==> config.mk <==
export PLATFORM = sky130hd
export DESIGN_NAME = ovl_win_check
export DESIGN_NICKNAME = d
export VERILOG_FILES = /design/src/rtl/ovl_pkg.sv /design/src/rtl/ovl_fmt_decode.sv /design/src/rtl/ovl_rules.sv /design/src/rtl/ovl_shift_mul.sv /design/src/rtl/ovl_win_check.sv
export SDC_FILE = /design/constraint.sdc
export NUM_CORES = 1
export LEC_CHECK = 0
export CORE_ASPECT_RATIO = 1.4
export CORE_MARGIN = 3
export CORE_UTILIZATION = 30
export CTS_CLUSTER_DIAMETER = 120
export CTS_CLUSTER_SIZE = 8
export DETAILED_ROUTE_END_ITERATION = 16
export GPL_ROUTABILITY_DRIVEN = 0
export MAX_ROUTING_LAYER = met4
export SLEW_MARGIN = 20
export SYNTH_ARGS = -nofsm -noshare
export SYNTH_HDL_FRONTEND = slang
export SYNTH_SLANG_ARGS = --single-unit
==> constraint.sdc <==
create_clock -name clk_i -period 5 [get_ports clk_i]
set_input_delay 0.5 -clock clk_i [delete_from_list [all_inputs] [get_ports clk_i]]
set_output_delay 0.5 -clock clk_i [all_outputs]
set_load 0.1 [all_outputs]
==> src/rtl/ovl_pkg.sv <==
package ovl_pkg;
  typedef enum logic [2:0] {
    ERR_NONE   = 3'd0,
    ERR_FMT    = 3'd1,
    ERR_COL    = 3'd2,
    ERR_LINE   = 3'd3,
    ERR_BOUNDS = 3'd4
  } err_e;

  // byte scale applied to width*vheight
  typedef enum logic [1:0] {
    SC_X2   = 2'd0,
    SC_X3   = 2'd1,
    SC_X1P5 = 2'd2
  } scale_e;
endpackage

==> src/rtl/ovl_fmt_decode.sv <==
module ovl_fmt_decode
  import ovl_pkg::*;
(
  input  logic [2:0] fmt_i,
  output logic       fmt_ok_o,
  output logic [2:0] align_lg_o,
  output scale_e     scale_o
);
  always_comb begin
    fmt_ok_o   = 1'b1;
    align_lg_o = 3'd1;
    scale_o    = SC_X2;
    unique case (fmt_i)
      3'd0: begin align_lg_o = 3'd1; scale_o = SC_X2;   end
      3'd1: begin align_lg_o = 3'd2; scale_o = SC_X3;   end
      3'd2: begin align_lg_o = 3'd2; scale_o = SC_X3;   end
      3'd3: begin align_lg_o = 3'd3; scale_o = SC_X2;   end
      3'd4: begin align_lg_o = 3'd4; scale_o = SC_X1P5; end
      default: fmt_ok_o = 1'b0;
    endcase
  end
endmodule

==> src/rtl/ovl_rules.sv <==
module ovl_rules
  import ovl_pkg::*;
#(
  parameter int CW = 10
) (
  input  logic          fmt_ok_i,
  input  logic [2:0]    align_lg_i,
  input  logic [CW-1:0] col_i,
  input  logic [CW-1:0] row_i,
  input  logic [CW-1:0] width_i,
  input  logic [CW-1:0] height_i,
  input  logic [CW-1:0] base_w_i,
  input  logic [CW-1:0] base_h_i,
  output err_e          err_o
);
  logic [CW-1:0] mask;
  logic [CW:0]   x_end, y_end;
  logic          col_bad, line_bad, oob;

  assign mask     = (CW'(1) << align_lg_i) - CW'(1);
  assign col_bad  = (col_i & mask) != '0;
  assign line_bad = (width_i & mask) != '0;
  assign x_end    = {1'b0, col_i} + {1'b0, width_i};
  assign y_end    = {1'b0, row_i} + {1'b0, height_i};
  assign oob      = (x_end > {1'b0, base_w_i}) || (y_end > {1'b0, base_h_i});

  always_comb begin
    if (!fmt_ok_i)     err_o = ERR_FMT;
    else if (col_bad)  err_o = ERR_COL;
    else if (line_bad) err_o = ERR_LINE;
    else if (oob)      err_o = ERR_BOUNDS;
    else               err_o = ERR_NONE;
  end
endmodule

==> src/rtl/ovl_shift_mul.sv <==
module ovl_shift_mul #(
  parameter int AW = 10,
  parameter int BW = 12
) (
  input  logic            clk_i,
  input  logic            rst_ni,
  input  logic            start_i,
  input  logic [AW-1:0]   a_i,
  input  logic [BW-1:0]   b_i,
  output logic            done_o,
  output logic [AW+BW-1:0] prod_o
);
  localparam int PW  = AW + BW;
  localparam int CNW = $clog2(BW + 1);

  logic [PW-1:0]  acc_q, mcand_q;
  logic [BW-1:0]  mplier_q;
  logic [CNW-1:0] cnt_q;
  logic           run_q, done_q;

  always_ff @(posedge clk_i or negedge rst_ni) begin
    if (!rst_ni) begin
      acc_q    <= '0;
      mcand_q  <= '0;
      mplier_q <= '0;
      cnt_q    <= '0;
      run_q    <= 1'b0;
      done_q   <= 1'b0;
    end else begin
      done_q <= 1'b0;
      if (start_i && !run_q) begin
        acc_q    <= '0;
        mcand_q  <= PW'(a_i);
        mplier_q <= b_i;
        cnt_q    <= CNW'(BW);
        run_q    <= 1'b1;
      end else if (run_q) begin
        if (mplier_q[0]) acc_q <= acc_q + mcand_q;
        mcand_q  <= mcand_q << 1;
        mplier_q <= mplier_q >> 1;
        cnt_q    <= cnt_q - CNW'(1);
        if (cnt_q == CNW'(1)) begin
          run_q  <= 1'b0;
          done_q <= 1'b1;
        end
      end
    end
  end

  assign done_o = done_q;
  assign prod_o = acc_q;

  p_mul_count_r7: assert property (@(posedge clk_i) disable iff (!rst_ni)
    run_q |-> cnt_q != '0);
  p_mul_done_r7: assert property (@(posedge clk_i) disable iff (!rst_ni)
    done_q |-> !run_q);
endmodule

==> src/rtl/ovl_win_check.sv <==
module ovl_win_check
  import ovl_pkg::*;
#(
  parameter int CW  = 10,
  parameter int VHW = 12
) (
  input  logic                clk_i,
  input  logic                rst_ni,
  input  logic                start_i,
  input  logic [3*CW-8:0]     pos_fmt_i,
  input  logic [CW-1:0]       width_i,
  input  logic [CW-1:0]       height_i,
  input  logic [VHW-1:0]      vheight_i,
  input  logic [CW-1:0]       base_w_i,
  input  logic [CW-1:0]       base_h_i,
  output logic                busy_o,
  output logic                done_o,
  output logic                accept_o,
  output logic [2:0]          err_o,
  output logic [CW+VHW+1:0]   size_o
);
  localparam int PW = CW + VHW;
  localparam int SW = PW + 2;

  typedef enum logic [1:0] {ST_IDLE, ST_CHK, ST_MUL} state_e;

  state_e        state_q;
  logic [CW-1:0] row_q, col_q, width_q, height_q, base_w_q, base_h_q;
  logic [2:0]    fmt_q;
  logic [VHW-1:0] vh_q;
  logic          done_q, accept_q;
  err_e          err_q;
  logic [SW-1:0] size_q;

  logic          fmt_ok;
  logic [2:0]    align_lg;
  scale_e        scale;
  err_e          rule_err;
  logic          mul_start, mul_done;
  logic [PW-1:0] prod;
  logic [SW-1:0] p2, p3, bytes;

  ovl_fmt_decode u_dec (
    .fmt_i     (fmt_q),
    .fmt_ok_o  (fmt_ok),
    .align_lg_o(align_lg),
    .scale_o   (scale)
  );

  ovl_rules #(.CW(CW)) u_rules (
    .fmt_ok_i  (fmt_ok),
    .align_lg_i(align_lg),
    .col_i     (col_q),
    .row_i     (row_q),
    .width_i   (width_q),
    .height_i  (height_q),
    .base_w_i  (base_w_q),
    .base_h_i  (base_h_q),
    .err_o     (rule_err)
  );

  assign mul_start = (state_q == ST_CHK) && (rule_err == ERR_NONE);

  ovl_shift_mul #(.AW(CW), .BW(VHW)) u_mul (
    .clk_i  (clk_i),
    .rst_ni (rst_ni),
    .start_i(mul_start),
    .a_i    (width_q),
    .b_i    (vh_q),
    .done_o (mul_done),
    .prod_o (prod)
  );

  // bytes = prod * bpp / 8
  assign p2 = {1'b0, prod, 1'b0};
  assign p3 = p2 + SW'(prod);
  always_comb begin
    unique case (scale)
      SC_X3:   bytes = p3;
      SC_X1P5: bytes = p3 >> 1;
      default: bytes = p2;
    endcase
  end

  always_ff @(posedge clk_i or negedge rst_ni) begin
    if (!rst_ni) begin
      state_q  <= ST_IDLE;
      row_q    <= '0;
      col_q    <= '0;
      fmt_q    <= '0;
      width_q  <= '0;
      height_q <= '0;
      vh_q     <= '0;
      base_w_q <= '0;
      base_h_q <= '0;
      done_q   <= 1'b0;
      accept_q <= 1'b0;
      err_q    <= ERR_NONE;
      size_q   <= '0;
    end else begin
      done_q <= 1'b0;
      unique case (state_q)
        ST_IDLE: if (start_i) begin
          row_q    <= pos_fmt_i[CW-1:0];
          col_q    <= pos_fmt_i[2*CW-1:CW];
          fmt_q    <= pos_fmt_i[2*CW+2:2*CW];
          width_q  <= width_i;
          height_q <= height_i;
          vh_q     <= vheight_i;
          base_w_q <= base_w_i;
          base_h_q <= base_h_i;
          state_q  <= ST_CHK;
        end
        ST_CHK: begin
          if (rule_err != ERR_NONE) begin
            done_q   <= 1'b1;
            accept_q <= 1'b0;
            err_q    <= rule_err;
            size_q   <= '0;
            state_q  <= ST_IDLE;
          end else begin
            state_q <= ST_MUL;
          end
        end
        ST_MUL: if (mul_done) begin
          done_q   <= 1'b1;
          accept_q <= 1'b1;
          err_q    <= ERR_NONE;
          size_q   <= bytes;
          state_q  <= ST_IDLE;
        end
        default: state_q <= ST_IDLE;
      endcase
    end
  end

  assign busy_o   = state_q != ST_IDLE;
  assign done_o   = done_q;
  assign accept_o = accept_q;
  assign err_o    = err_q;
  assign size_o   = size_q;

  p_done_pulse_r8: assert property (@(posedge clk_i) disable iff (!rst_ni)
    done_o |=> !done_o);
  p_done_idle_r8: assert property (@(posedge clk_i) disable iff (!rst_ni)
    done_o |-> !busy_o);
  p_accept_clean_r11: assert property (@(posedge clk_i) disable iff (!rst_ni)
    (done_o && accept_o) |-> err_o == 3'd0);
  p_reject_code_r11: assert property (@(posedge clk_i) disable iff (!rst_ni)
    (done_o && !accept_o) |-> (err_o != 3'd0 && size_o == '0));
  p_bad_fmt_r2: assert property (@(posedge clk_i) disable iff (!rst_ni)
    (state_q == ST_CHK && fmt_q > 3'd4) |=> (done_o && err_o == 3'd1));
  p_hold_req_r9: assert property (@(posedge clk_i) disable iff (!rst_ni)
    (busy_o && $past(busy_o)) |-> ($stable(fmt_q) && $stable(width_q) && $stable(vh_q)));
endmodule

* Word level (Yosys, flattened, before mapping)
Index checks and enable logic that the tools add are counted.
Storage, ports and cells: bits in registers 168, input bits 78, output and inout bits 30, logic and storage cells 101
Cells by class: add/subtract/negate cells 6, magnitude comparators 2, equality and inequality tests 12, shifts and indexed selects 1, mux-type cells 39, bitwise operators 2, reduce and logical (&&, ||, !) cells 20
Operator list (count):
- $mux W22 | 5
- $pmux W24 S2 | 2
- $mux W24 | 2
- $add A23 B22 Y24 | 1
- $mux W12 | 2
- $add A10 B10 Y11 | 2
- $add A22 B22 Y22 | 1
- $gt A11 B10 Y1 | 2
- $and A10 B10 Y10 | 2
- $reduce_bool A10 Y1 | 2
- $mux W3 | 6
- $mux W1 | 11
- $shl A1 B3 Y10 const A | 1
- $sub A10 B2 Y10 const B | 1
- $pmux W3 S3 | 1
- $mux W4 | 2
- $reduce_bool A2 Y1 | 4
- $eq A3 B2 Y1 const B | 2
- $logic_not A3 Y1 | 2
- $mux W2 | 3
- $pmux W2 S3 | 1
- $pmux W3 S2 | 1
- $reduce_and A2 Y1 | 3
- $reduce_or A5 Y1 | 1
- other kinds (17) | 22

* Depth between registers and ports, before layout
depth in word-level cells 15, mapped depth 19, gate-level depth less buffers 17

* By module
A second synthesis with hierarchy kept.
Unflattened totals: cell total of the unflattened synthesis 1105, area, all modules 10746.6 um^2
By module, submodules not included:
- ovl_win_check | instances 1, cells an instance 508, area an instance 5590.4 um^2, seq. area each 2652.5 um^2
- ovl_shift_mul | instances 1, cells an instance 358, area an instance 3470.8 um^2, seq. area each 1551.5 um^2
- ovl_rules | instances 1, cells an instance 229, area an instance 1629.1 um^2, seq. area each 0.0 um^2
- ovl_fmt_decode | instances 1, cells an instance 10, area an instance 56.3 um^2, seq. area each 0.0 um^2

* Least setup slack after synthesis
OpenSTA, ideal clock, no wires.
kind register to register, start reg width_q[0], end reg u_mul.mplier_q[10], setup time 0.132 ns, arrival time 3.493 ns, data required time 4.868 ns, slack 1.375 ns, cell stages (with the launch flop) 19, buffers on the path 2, period minus slack after synthesis 3.625 ns, path through dfrtp_1 ha_1 fa_1 a211oi_1 nor2_1 nor2_1 nor2_1 nor2_1 xnor2_1 ha_1 a2111oi_0 a211oi_1 o21ai_0 a21oi_1 nor4_2 buf_6 buf_8 mux2i_1 o21ai_1
Between the ends: word-level cells in the longest chain between the ends 11, elaborated cells between the ends (all ways) 14, classes of those cells 1 x add/sub; 1 x order compare; 5 x mux; 1 x bitwise; 6 x reduce/logical
Ends and longest elaborated chain:
- start: declaration | RTL line ovl_win_check.sv:28 | logic [CW-1:0] row_q, col_q, width_q, height_q, base_w_q, base_h_q;
- start signal: assignment | RTL line ovl_win_check.sv:107 | width_q <= width_i;
- $add A10 B10 Y11 | RTL line ovl_rules.sv:23 | assign x_end = {1'b0, col_i} + {1'b0, width_i};
- $gt A11 B10 Y1 | RTL line ovl_rules.sv:25 | assign oob = (x_end > {1'b0, base_w_i}) || (y_end > {1'b0, base_h_i});
- $logic_or A1 B1 Y1 | RTL line ovl_rules.sv:25
- $mux W3 | RTL line ovl_rules.sv:31 | else if (oob) err_o = ERR_BOUNDS;
- $mux W3 * | RTL line ovl_rules.sv:30 | else if (line_bad) err_o = ERR_LINE;
- $mux W3 * | RTL line ovl_rules.sv:29 | else if (col_bad) err_o = ERR_COL;
- $mux W3 * | RTL line ovl_rules.sv:28 | if (!fmt_ok_i) err_o = ERR_FMT;
- $logic_not A3 Y1 * | RTL line ovl_win_check.sv:62 | assign mul_start = (state_q == ST_CHK) && (rule_err == ERR_NONE);
- $logic_and A1 B1 Y1 * | RTL line ovl_win_check.sv:62
- $logic_and A1 B1 Y1 * | RTL line ovl_shift_mul.sv:31 | if (start_i && !run_q) begin
- $mux W12 / $reduce_bool A2 Y1 (equally long branches)
- end signal: assignment | RTL line ovl_shift_mul.sv:34 | mplier_q <= b_i;
- end signal: assignment | RTL line ovl_shift_mul.sv:40 | mplier_q <= mplier_q >> 1;
- end: declaration | RTL line ovl_shift_mul.sv:17 | logic [BW-1:0] mplier_q;
Mark *: on every way between the ends. The rest lies on a longest branch, timed or not. A chain may end at the register's enable or synchronous reset.

* Final worst setup path
Ends and elaborated chain as after synthesis.

==> reports/results.md <==
Critical path
• flip-flop — Worst setup EP type
• flip-flop — sort of element at the start of the critical path
• 4.61 ns — critical path data arrival time
• width_q[0]$_DFFE_PN0P_ — critical register-to-register path startpoint
• 17 — Worst Reg-to-Reg Cells
• width_q[0]$_DFFE_PN0P_ — launching instance or port of the critical path
• 14 — CP max FO
• flip-flop to flip-flop — critical path type
• 5.30 ns — data required time at the worst endpoint

Routing
• 8,091 — routed vias
• 0 — number of routed nets with antenna violations
• 4 — drt pass-1 iters
• 24,100 microns — Total Wirelength
• 14.8 microns — post-DR wirelength/cell
• 0 — drt drc
• 359 — number of DRC markers after the initial detailed-route iteration
• 4.99 — vias per std cell

Placed design
• 18,200 microns — sum of net half-perimeters after detailed placement
• 12,000 sq um — post-detailed-placement cell area
• 1,592 — instance count after placement with tap cells included
• 0.671 ns — pre-CTS worst setup slack
• 107 — IO buf count

Timing
• 4.32 ns — clock period minus worst slack
• 1.03 ns — transition time at the pin with the least slew margin
• 0 ns — setup TNS
• 0.0159 ns — worst clock skew on the final layout
• 0 — max-slew violations
• 86.3% — share of the clock period used by the worst path
• false — setup repair after global routing missed its margin
• 0 — Final Hold Viols
• 30.9% — headroom to the max-slew limit
• 0.683 ns — least setup slack across all paths after layout
• 0 — final setup violation count
• 232 MHz — max frequency

Floorplan
• 80 — Placement Rows
• 30.5% — Starting Density
• 108 — IO Count
• 164 microns — width of the die
• 227 microns — height of the die
• 34,300 sq um — Core Region
• 37,300 sq um — area enclosed by the die boundary

Power
• 594 nW/um^2 — power density cells
• 0.386 mV — worst vdd rail ir drop
• 0.00550 uW — static leakage power

Synthesis
• 40.1% — proportion of synthesized chip area in sequential cells
• 10,500 sq um — cell area after technology mapping
• 1,066 — post-synthesis instance total
• 100% — fraction of registers with async set or reset after synthesis
• 9.84 sq um — syn_area_per_cell
• 168 — #FFs+latches synth
• 0 — number of enable flip-flop cells after synthesis
• 0 — Synth Warn #
• 71 — unique cell type count in the Yosys netlist
• 1,238 — Post-Synthesis Net Count
• dfrtp_1 — most instantiated flip-flop cell in the synthesis netlist

Layout
• 36.5% — utilization of the core after routing
• 0 — Ant. Diodes
• 19.4% — synth-to-layout area growth
• 5910 sq um — area occupied by multi-input gates
• 3,432 — total of fill cells in the finished design
• 12,500 sq um — post-route design area
• 11.2% — fraction of layout instances using a drive strength above 1
• 1,622 — Layout Cells excl Fill
• 4210 sq um — area of all sequential standard cells
• 1,332 — layout net count

Global routing
• 90 — maximum number of pins on one net before global-route repair
• 13.9% — overall global routing resource usage
• 0 — antenna violations before repair
• 40,600 microns — first-pass GRT wire length
• 8,347 — vias in the first global route
• 0 — GR Overflow Total

Clock tree
• 17 — number of buffers created by CTS
• 0 — post-CTS setup buffer count
• 2 — clock tree buffer depth
• 168 — clock sink total
• built — CTS tree
• clkbuf_16 — clock root cell
• 0 — CTS-repair resized insts
• 0.07 ns — Clk pin slew, worst setup/hold paths
• 0 — count of hold-fix buffers inserted at cts
• 0.45 ns — clock insertion delay at the later pin of the skew report
• 4 — Max H-tree Level

Run status
• finished, final reports clean — outcome

Run
• 0 — number of maximum-capacitance constraint violations

Min path
• input pin to asynchronous set/reset pin — worst min-delay path category

-- through the flow --
step / power (uW) / hold WS (ns)
after floorplan: 5280 / 0.204
after global placement: 6130 / 0.464
final: 7430 / 0.121
after detailed placement: 6250 / 0.471
after global routing: 8150 / 0.185
after CTS: 7520 / 0.150
-- cells by family after synthesis --
logic type               share of synthesized area [%]
AND/OR/NAND/NOR                                   11.4
adder cells (fa/ha/maj)                           11.5
XOR/XNOR                                          4.01
buffers and inverters                             3.75
AO/OA/AOI/OAI                                     18.7
multiplexers                                      10.5
flip-flops                                        40.1
-- worst max-delay path, stage by stage (launching register included) --
cell       delay (ns)
dfrtp_1          0.41
ha_1             0.22
fa_1             0.42
a211oi_1         0.27
nor2_1           0.12
nor2_1           0.10
nor2_1           0.05
nor2_1           0.10
xnor2_1          0.14
ha_1             0.29
a2111oi_0        0.39
a211oi_1         0.09
o21ai_0          0.10
a21oi_1          0.17
nor4_4           0.62
buf_4            0.37
mux2i_1          0.21
o21ai_1          0.08
-- placed cells by master, fill, tap and decap left out, types with 13 or more instances in the layout --
cell type / netlist / routed
xor2_1: 20 / 20
a22oi_1: 14 / 14
nor2_1: 52 / 52
o21ai_1: 19 / 19
nor3_1: 20 / 20
clkbuf_16: 0 / 17
o21ai_0: 97 / 97
a211oi_1: 13 / 13
dfrtp_1: 168 / 167
inv_1: 45 / 45
ha_1: 90 / 90
clkdlybuf4s50_1: 0 / 106
mux2i_1: 25 / 25
xnor2_1: 28 / 28
mux2_2: 76 / 76
nand2_1: 128 / 127
nand3_1: 22 / 22
a21oi_1: 49 / 49
a21o_1: 22 / 22
-- cells in the mapped netlist (4+ instances only) --
master	count	area [sq um]
nand3_1	22	110
ha_1	90	1130
a21o_1	22	165
o21ai_0	97	485
xnor2_1	28	245
o21ai_1	19	95.1
fa_1	4	80.1
a22oi_1	14	105
a2111oi_0	5	43.8
xor2_1	20	175
o21bai_1	9	67.6
o211ai_1	6	45.0
nor2b_1	7	43.8
mux2i_1	25	250
a21oi_1	49	245
buf_6	5	56.3
dfrtp_1	168	4200
a32o_1	4	40.0
a221oi_1	7	61.3
a22o_1	10	87.6
nand2b_1	6	37.5
clkbuf_1	32	120
a31oi_1	4	25.0
nand3b_1	5	37.5
nand2_1	128	480
nor3_1	20	100
and3_1	4	25.0
inv_1	45	169
nor2_1	52	195
mux2_2	76	856
nand4_1	7	43.8
a211oi_1	13	97.6
-- metal layers --
| layer | global-route usage (%) | up-vias | share of wire (%) |
|---|---|---|---|
| met2 | 24.0 | 133 | 50 |
| met1 | 16.1 | 3861 | 44 |
| met4 | 3.77 | 0 | 1.4 |
| met5 | - | - | 0 |
| met3 | 3.20 | 22 | 4.1 |
| li1 | - | 4075 | - |
-- cell type report --
type                    instances  area share (%)
multi-input cells             811            47.2
inverters                      47            1.41
well taps                     451            4.51
clock inverters                12           0.760
repair buffers                115            9.04
flip-flops and latches        168            33.6
clock buffers                  18            3.51
-- path summary, 6_finish.rpt --
kind	endpoint	slack, ns
setup / recovery	u_mul.mplier_q[10]$_DFFE_PN0P_	0.68
hold / removal	size_o[3]$_DFFE_PN0P_	0.12
setup reg to reg	u_mul.mplier_q[10]$_DFFE_PN0P_	0.68
hold reg to reg	size_o[22]$_DFFE_PN0P_	0.48
max in group asynchronous	row_q[7]$_DFFE_PN0P_	3.79
min in group clk_i	size_o[22]$_DFFE_PN0P_	0.48
-- flip-flops by register name, indices dropped and copies added (netlist names) --
name	cells
base_w_q	10
vh_q	12
state_q	2
col_q	10
accept_o	1
u_mul.run_q	1
done_o	1
u_mul.prod_o	22
u_mul.mplier_q	12
size_o	24
fmt_q	3
u_mul.done_o	1
u_mul.cnt_q	4
u_mul.mcand_q	22
row_q	10
base_h_q	10
height_q	10
width_q	10
err_o	3
-- report_power, final --
group	leakage [uW]	internal (uW)	switching, uW
logic	0.00309	1720	2240
clock network	0.000253	649	581
registers	0.00215	1820	418
total	0.00550	4190	3240
(Power assumes the default switching activity.)
